--- src/rtl/adpcm_bisect_pkg.sv ---
package adpcm_bisect_pkg;

  localparam int RATE_W     = 2;
  localparam int MAX_LEVELS = 16;
  localparam int LVL_W      = $clog2(MAX_LEVELS);

  typedef enum logic [1:0] {
    RATE_16K = 2'd0,
    RATE_24K = 2'd1,
    RATE_32K = 2'd2,
    RATE_40K = 2'd3
  } rate_e;

  // magnitude levels for a rate: 2, 4, 8, 16
  function automatic int levels_for(input logic [RATE_W-1:0] r);
    return 2 << r;
  endfunction

  // bisection steps for a rate: 1..4
  function automatic int steps_for(input logic [RATE_W-1:0] r);
    return int'(r) + 1;
  endfunction

  // output-table index: negative differences use the upper half
  function automatic int out_index(input int level, input logic neg,
                                   input logic [RATE_W-1:0] r);
    return neg ? level + levels_for(r) : level;
  endfunction

endpackage

--- src/rtl/adpcm_bisect_tables.sv ---
module adpcm_bisect_tables
  import adpcm_bisect_pkg::*;
#(
  parameter int DW = 12,
  parameter int CW = 5
) (
  input  logic                 clk,
  input  logic                 wr_en,
  input  logic [1:0]           wr_sel,
  input  logic [RATE_W+LVL_W:0] wr_addr,
  input  logic [DW-1:0]        wr_data,
  input  logic [RATE_W+LVL_W-1:0] thr_addr,
  output logic [DW-1:0]        thr_data,
  input  logic [RATE_W+LVL_W:0] out_addr,
  input  logic                 out_sel,
  output logic [CW-1:0]        out_data
);
  localparam int TAW      = RATE_W + LVL_W;
  localparam int THR_DEP  = 1 << TAW;
  localparam int OUT_DEP  = 1 << (TAW + 1);
  localparam int N_BANKS  = 2;

  logic [DW-1:0] thr_mem [THR_DEP];

  always_ff @(posedge clk) begin
    if (wr_en && wr_sel == 2'd0) thr_mem[wr_addr[TAW-1:0]] <= wr_data;
  end
  assign thr_data = thr_mem[thr_addr];

  logic [CW-1:0] bank_rd [N_BANKS];

  for (genvar g = 0; g < N_BANKS; g++) begin : g_bank
    logic [CW-1:0] mem [OUT_DEP];
    always_ff @(posedge clk) begin
      if (wr_en && wr_sel == 2'(g + 1)) mem[wr_addr] <= wr_data[CW-1:0];
    end
    assign bank_rd[g] = mem[out_addr];
  end

  assign out_data = bank_rd[out_sel];

endmodule

--- src/rtl/adpcm_bisect_search.sv ---
module adpcm_bisect_search
  import adpcm_bisect_pkg::*;
#(
  parameter int DW = 12
) (
  input  logic              clk,
  input  logic              rst_n,
  input  logic              start,
  input  logic [RATE_W-1:0] rate,
  input  logic [DW-1:0]     din,
  output logic              accept,
  output logic              busy,
  output logic              last_step,
  output logic [LVL_W-1:0]  level,
  output logic [RATE_W-1:0] rate_hold,
  output logic [RATE_W+LVL_W-1:0] thr_addr,
  input  logic [DW-1:0]     thr_data
);
  localparam int CNT_W = $clog2(steps_for(2'(MAX_LEVELS > 0 ? 3 : 0)) + 1);

  logic [LVL_W-1:0]  a_q;
  logic [LVL_W:0]    b_q;
  logic [CNT_W-1:0]  cnt_q;
  logic [DW-1:0]     din_q;
  logic [RATE_W-1:0] rate_q;
  logic              busy_q;

  logic [LVL_W-1:0]  mid;
  logic              reach;
  logic [LVL_W-1:0]  next_a;
  logic [LVL_W:0]    next_b;

  always_comb begin
    mid    = LVL_W'(({1'b0, a_q} + b_q) >> 1);
    reach  = $signed(din_q) >= $signed(thr_data);
    next_a = reach ? mid : a_q;
    next_b = reach ? b_q : {1'b0, mid};
  end

  assign accept    = start && !busy_q;
  assign last_step = busy_q && (cnt_q == CNT_W'(1));
  assign busy      = busy_q;
  assign level     = next_a;
  assign rate_hold = rate_q;
  assign thr_addr  = {rate_q, mid};

  always_ff @(posedge clk or negedge rst_n) begin
    if (!rst_n) begin
      a_q    <= '0;
      b_q    <= '0;
      cnt_q  <= '0;
      din_q  <= '0;
      rate_q <= '0;
      busy_q <= 1'b0;
    end else if (accept) begin
      a_q    <= '0;
      b_q    <= (LVL_W+1)'(levels_for(rate));
      cnt_q  <= CNT_W'(steps_for(rate));
      din_q  <= din;
      rate_q <= rate;
      busy_q <= 1'b1;
    end else if (busy_q) begin
      a_q   <= next_a;
      b_q   <= next_b;
      cnt_q <= cnt_q - CNT_W'(1);
      if (last_step) busy_q <= 1'b0;
    end
  end

  // interval stays non-empty during a search
  p_interval_r3: assert property (@(posedge clk) disable iff (!rst_n)
    busy_q |-> ({1'b0, a_q} < b_q));

  // probe strictly inside the interval
  p_probe_inside_r3: assert property (@(posedge clk) disable iff (!rst_n)
    busy_q |-> (mid > a_q && {1'b0, mid} < b_q));

  // step counter never exceeds the rate's step count while busy
  p_step_count_r2: assert property (@(posedge clk) disable iff (!rst_n)
    busy_q |-> (cnt_q != '0 && int'(cnt_q) <= steps_for(rate_q)));

  // latched operands hold through a search
  p_operands_hold_r7: assert property (@(posedge clk) disable iff (!rst_n)
    busy_q |=> ($stable(rate_q) && $stable(din_q)));

endmodule

--- src/rtl/adpcm_bisect_quant.sv ---
module adpcm_bisect_quant
  import adpcm_bisect_pkg::*;
#(
  parameter int DW = 12,
  parameter int CW = 5
) (
  input  logic              clk,
  input  logic              rst_n,
  input  logic              start,
  input  logic [RATE_W-1:0] rate,
  input  logic              mode,
  input  logic [DW-1:0]     diff_log,
  input  logic [DW-1:0]     diff_sign,
  output logic              busy,
  output logic              done,
  output logic [CW-1:0]     code,
  input  logic              tbl_we,
  input  logic [1:0]        tbl_sel,
  input  logic [RATE_W+LVL_W:0] tbl_addr,
  input  logic [DW-1:0]     tbl_wdata
);
  localparam int IDX_W = LVL_W + 1;

  logic                   accept;
  logic                   last_step;
  logic [LVL_W-1:0]       level;
  logic [RATE_W-1:0]      rate_q;
  logic [RATE_W+LVL_W-1:0] thr_addr;
  logic [DW-1:0]          thr_data;
  logic [IDX_W-1:0]       idx;
  logic [CW-1:0]          out_data;
  logic                   neg_q;
  logic                   mode_q;
  logic                   done_q;
  logic [CW-1:0]          code_q;

  adpcm_bisect_search #(.DW(DW)) u_search (
    .clk       (clk),
    .rst_n     (rst_n),
    .start     (start),
    .rate      (rate),
    .din       (diff_log),
    .accept    (accept),
    .busy      (busy),
    .last_step (last_step),
    .level     (level),
    .rate_hold (rate_q),
    .thr_addr  (thr_addr),
    .thr_data  (thr_data)
  );

  assign idx = IDX_W'(out_index(int'(level), neg_q, rate_q));

  adpcm_bisect_tables #(.DW(DW), .CW(CW)) u_tables (
    .clk      (clk),
    .wr_en    (tbl_we),
    .wr_sel   (tbl_sel),
    .wr_addr  (tbl_addr),
    .wr_data  (tbl_wdata),
    .thr_addr (thr_addr),
    .thr_data (thr_data),
    .out_addr ({rate_q, idx}),
    .out_sel  (mode_q),
    .out_data (out_data)
  );

  always_ff @(posedge clk or negedge rst_n) begin
    if (!rst_n) begin
      neg_q  <= 1'b0;
      mode_q <= 1'b0;
      done_q <= 1'b0;
      code_q <= '0;
    end else begin
      done_q <= last_step;
      if (accept) begin
        neg_q  <= &diff_sign;
        mode_q <= mode;
      end
      if (last_step) code_q <= out_data;
    end
  end

  assign done = done_q;
  assign code = code_q;

  // start taken when idle raises busy
  p_start_busy_r2: assert property (@(posedge clk) disable iff (!rst_n)
    (start && !busy) |=> busy);

  // done only follows a busy cycle and finds the block idle
  p_done_after_busy_r2: assert property (@(posedge clk) disable iff (!rst_n)
    done |-> ($past(busy) && !busy));

  // done is a single-cycle pulse unless a one-step search restarts
  p_done_pulse_r2: assert property (@(posedge clk) disable iff (!rst_n)
    (done && !(start && rate == RATE_16K)) |=> !done);

  // result holds outside the done edge
  p_code_hold_r11: assert property (@(posedge clk) disable iff (!rst_n)
    !done |-> $stable(code));

  // the output index stays within 2N while a search runs
  p_index_range_r5: assert property (@(posedge clk) disable iff (!rst_n)
    busy |-> (int'(idx) < 2 * levels_for(rate_q)));

endmodule

--- config.mk ---
export PLATFORM = sky130hd
export DESIGN_NAME = adpcm_bisect_quant
export DESIGN_NICKNAME = d
export VERILOG_FILES = /design/src/rtl/adpcm_bisect_pkg.sv /design/src/rtl/adpcm_bisect_tables.sv /design/src/rtl/adpcm_bisect_search.sv /design/src/rtl/adpcm_bisect_quant.sv
export SDC_FILE = /design/constraint.sdc
export NUM_CORES = 2
export LEC_CHECK = 0
export BUFFER_PORTS_ARGS = -buffer_cell sky130_fd_sc_hd__buf_2
export CAP_MARGIN = 10
export CORE_UTILIZATION = 40
export CTS_CLUSTER_SIZE = 25
export DETAILED_ROUTE_END_ITERATION = 10
export HOLD_SLACK_MARGIN = 0.15
export PLACE_DENSITY = 0.52
export SYNTH_ARGS = -nofsm -noshare
export SYNTH_HDL_FRONTEND = slang
export SYNTH_SLANG_ARGS = --single-unit
--- constraint.sdc ---
create_clock -name clk -period 9.8 [get_ports clk]
set_input_delay 0.49 -clock clk [delete_from_list [all_inputs] [get_ports clk]]
set_output_delay 0.49 -clock clk [all_outputs]
set_load 0.02 [all_outputs]
==> results.py <==
metrics = {
    "flow_run": {
        "cap_violations": 0,
    },
    "synth": {
        "ys.flop_type": "edfxtp_1",
        "synth_area_leaders": "edfxtp_1 (73%), mux4_2 (5.9%), nand2_1 (4.5%)",
        "synth_seq_area_share": 0.745,
        "synth_most_common_cell": "edfxtp_1",
        "netlist_area_um2": 83800,
        "synth_xor_area_frac": 0.000418,
        "synth_top_family_by_area": "simple AND/OR/NAND/NOR gates",
        "synth.area.mux_share": 0.0910,
        "yosysTopAreaCell": "edfxtp_1",
        "synth_cells": 5361,
        "yosys_warnings": 0,
        "synth-async-reset-ratio": 0.0168,
        "synthSimpleGateAreaFrac": 0.0934,
        "synth_compound_area_frac": 0.0468,
        "yosysUniqueCellTypes": 82,
        "syn-num-nets": 5438,
        "synthAdderAreaFrac": 0.00382,
        "syn_area_per_cell_um2": 15.6,
        "synth-edff-count": 2048,
        "synth_common_cells": "edfxtp_1 (2048), nand2_1 (1010), nor2_1 (379)",
        "synth_top_area_frac": 0.734,
        "ys_ff_latch": 2083,
    },
    "sta": {
        "max_clock_freq_ghz": 0.105,
        "rsz0062_at_grt": "false",
        "worst_pin_slew_ns": 1.20,
        "tns_ns": 0,
        "slew_headroom": 0.195,
        "hold_violations": 0,
        "final.period_utilization": 0.967,
        "whs_ns": 0.146,
        "fin_crit_ns": 9.48,
        "finalClockSkew_ns": 0.0218,
        "setup_viol": 0,
        "finalMaxSlewViolations": 0,
    },
    "grt": {
        "antenna_found_initial": 14,
        "grt_overflow": 0,
        "grt_pass1_wl_mm": 367,
        "grt_pass1_vias": 48600,
        "grt_max_degree": 171,
        "grt_use_total": 0.243,
    },
    "status": {
        "status": "finished, final reports clean",
    },
    "placement": {
        "dp_hpwl_mm": 158,
        "port_buffers": 58,
        "place_congestion": 0.892,
    },
    "critical_path": {
        "r2r_end": "code[2]",
        "r2r_cells": 28,
        "cp_max_fo": 33,
        "cp_slowest_cell": "nor4b_1",
        "cpPeakStageDelay_ns": 0.98,
        "cp-start-kind": "flop",
        "path_class": "reg2reg",
        "endpoint_kind": "flop",
        "r2r-start": "u_search.a_q[0]",
        "required_ns": 10.48,
        "r2r_slack_ns": 0.32,
        "worstPathArrival_ns": 10.16,
        "path_common_cell": "buf_12",
    },
    "routing": {
        "drtIter0Drc": 5681,
        "wirelength_mm": 257,
        "drc": 0,
        "via_per_inst": 5.79,
        "wl_per_cell_um": 30.1,
        "via_count": 49500,
        "route.antenna.remaining_nets": 0,
        "drt-pass1-iter-count": 6,
    },
    "cts": {
        "clockBufferDepth": 3,
        "clk_pin_slew_ns": 0.06,
        "cts_tree": "done",
        "postCtsSetupBuffers": 0,
        "clock-sinks": 2083,
        "cts_buffers": 214,
        "cts_root_buf": "clkbuf_16",
        "clk_latency_ns": 0.86,
        "htree_levels": 4,
    },
    "layout": {
        "num-nets-final": 5651,
        "area_delta_synth_final_pct": 14.2,
        "multi_input_area_um2": 19900,
        "ff_latch_area_um2": 62400,
        "drive_gt1_frac": 0.156,
        "fillerInstances": 18100,
    },
    "worst_hold_path": {
        "hp-start": "tbl_wdata[3]",
        "holdCritPathClass": "in2reg",
        "hold_depth": 1,
        "hold_end": "u_tables.thr_mem[52][3]",
    },
    "floorplanning": {
        "die_area_um2": 211000,
        "start_util": 0.403,
        "io_pins": 59,
        "rows": 167,
        "die_h_um": 460,
        "die_x_um": 460,
        "fp.coreArea_um2": 208000,
    },
}
how the worst max path moves through the flow:
stage,slack [ns],to,start,cells past startpoint
global route,0.1,code[4],u_search.a_q[0],31
finish,0.32,code[2],u_search.a_q[0],28
global placement,0.49,code[0],u_search.a_q[0],30
CTS,0.44,code[4],u_search.a_q[0],31
floorplan,2.55,code[4],u_search.a_q[0],29
detailed placement,0.46,code[4],u_search.a_q[0],31
cells by family after synthesis:
family                     Yosys count
AOI/OAI and AO/OA                  528
xor gates and xnor gates             4
adders and majority gates           25
buffers and inverters              371
DFF                               2083
muxes                              488
and+or+nand+nor                   1862
placed cells by master, fill, tap and decap left out, types with 17 or more instances in the layout:
cell type	instances
a211oi_1	64
buf_2	53
clkinv_1	47
mux2i_1	262
o31a_1	37
nor3_1	33
a21oi_1	77
ha_1	24
dfrtp_1	35
buf_4	219
clkinv_2	37
bufinv_16	17
buf_12	42
clkbuf_16	218
dlygate4sd3_1	23
clkbuf_1	58
o22ai_1	22
nand3_1	296
a311oi_1	67
a32oi_1	59
nor2_1	364
inv_1	23
edfxtp_1	2048
mux4_2	218
nor4_1	21
and3_1	32
nand2_1	1000
o21ai_0	42
a31oi_1	59
nand4_1	28
registers in the layout (all words and copies together), names as in the netlist:
name	count
u_search.b_q	5
u_search.din_q	12
u_tables.thr_mem	768
u_search.busy	1
code	5
neg_q	1
done	1
u_search.rate_hold	2
u_tables.g_bank.mem	1280
u_search.cnt_q	3
mode_q	1
u_search.a_q	4
what timing repair did:
item                      4_1_cts  5_1_grt
hold buffers                   22        1
hold endpoints to repair      108       16
resized for setup               0        0
critical path: cells and delay by family, from the launching register on:
kind / cells / cell delay, ns
compound gates: 10 / 3.13
simple gates: 6 / 1.61
flops: 1 / 0.43
mux: 3 / 1.19
fa+ha+maj: 3 / 1.39
xor+xnor: 1 / 0.20
buf+inv: 5 / 1.30
through the flow:
stage	util	setup slack [ns]	std cells	area [um^2]
global placement	0.427	0.487	8121	88700
detailed placement	0.427	0.460	8121	88700
CTS	0.461	0.439	8539	95700
floorplan	-	2.55	5361	83800
finish	0.461	0.321	8543	95700
global route	0.461	0.0955	8542	95700
metal layers:
layer,global-route usage,part of all wire,wire [um]
met3,0.0386,0.069,17700
met1,0.338,0.42,109000
met2,0.389,0.48,122000
met5,0,0.00026,67
met4,0.0800,0.034,8650
layout make-up:
| type | instances | share of cell area |
|---|---|---|
| Antenna cell | 1 | 0.0000261 |
| Clock inverter | 118 | 0.0112 |
| Clock buffer | 278 | 0.0596 |
| Tap cell | 2788 | 0.0365 |
| Multi-Input combinational cell | 2907 | 0.208 |
| Inverter | 25 | 0.000981 |
| Sequential cell | 2083 | 0.652 |
| Timing Repair Buffer | 343 | 0.0320 |
Power is left out: the tool's default activity adds up to more than one toggle a clock period on the data nets, which glitch-free logic cannot reach.
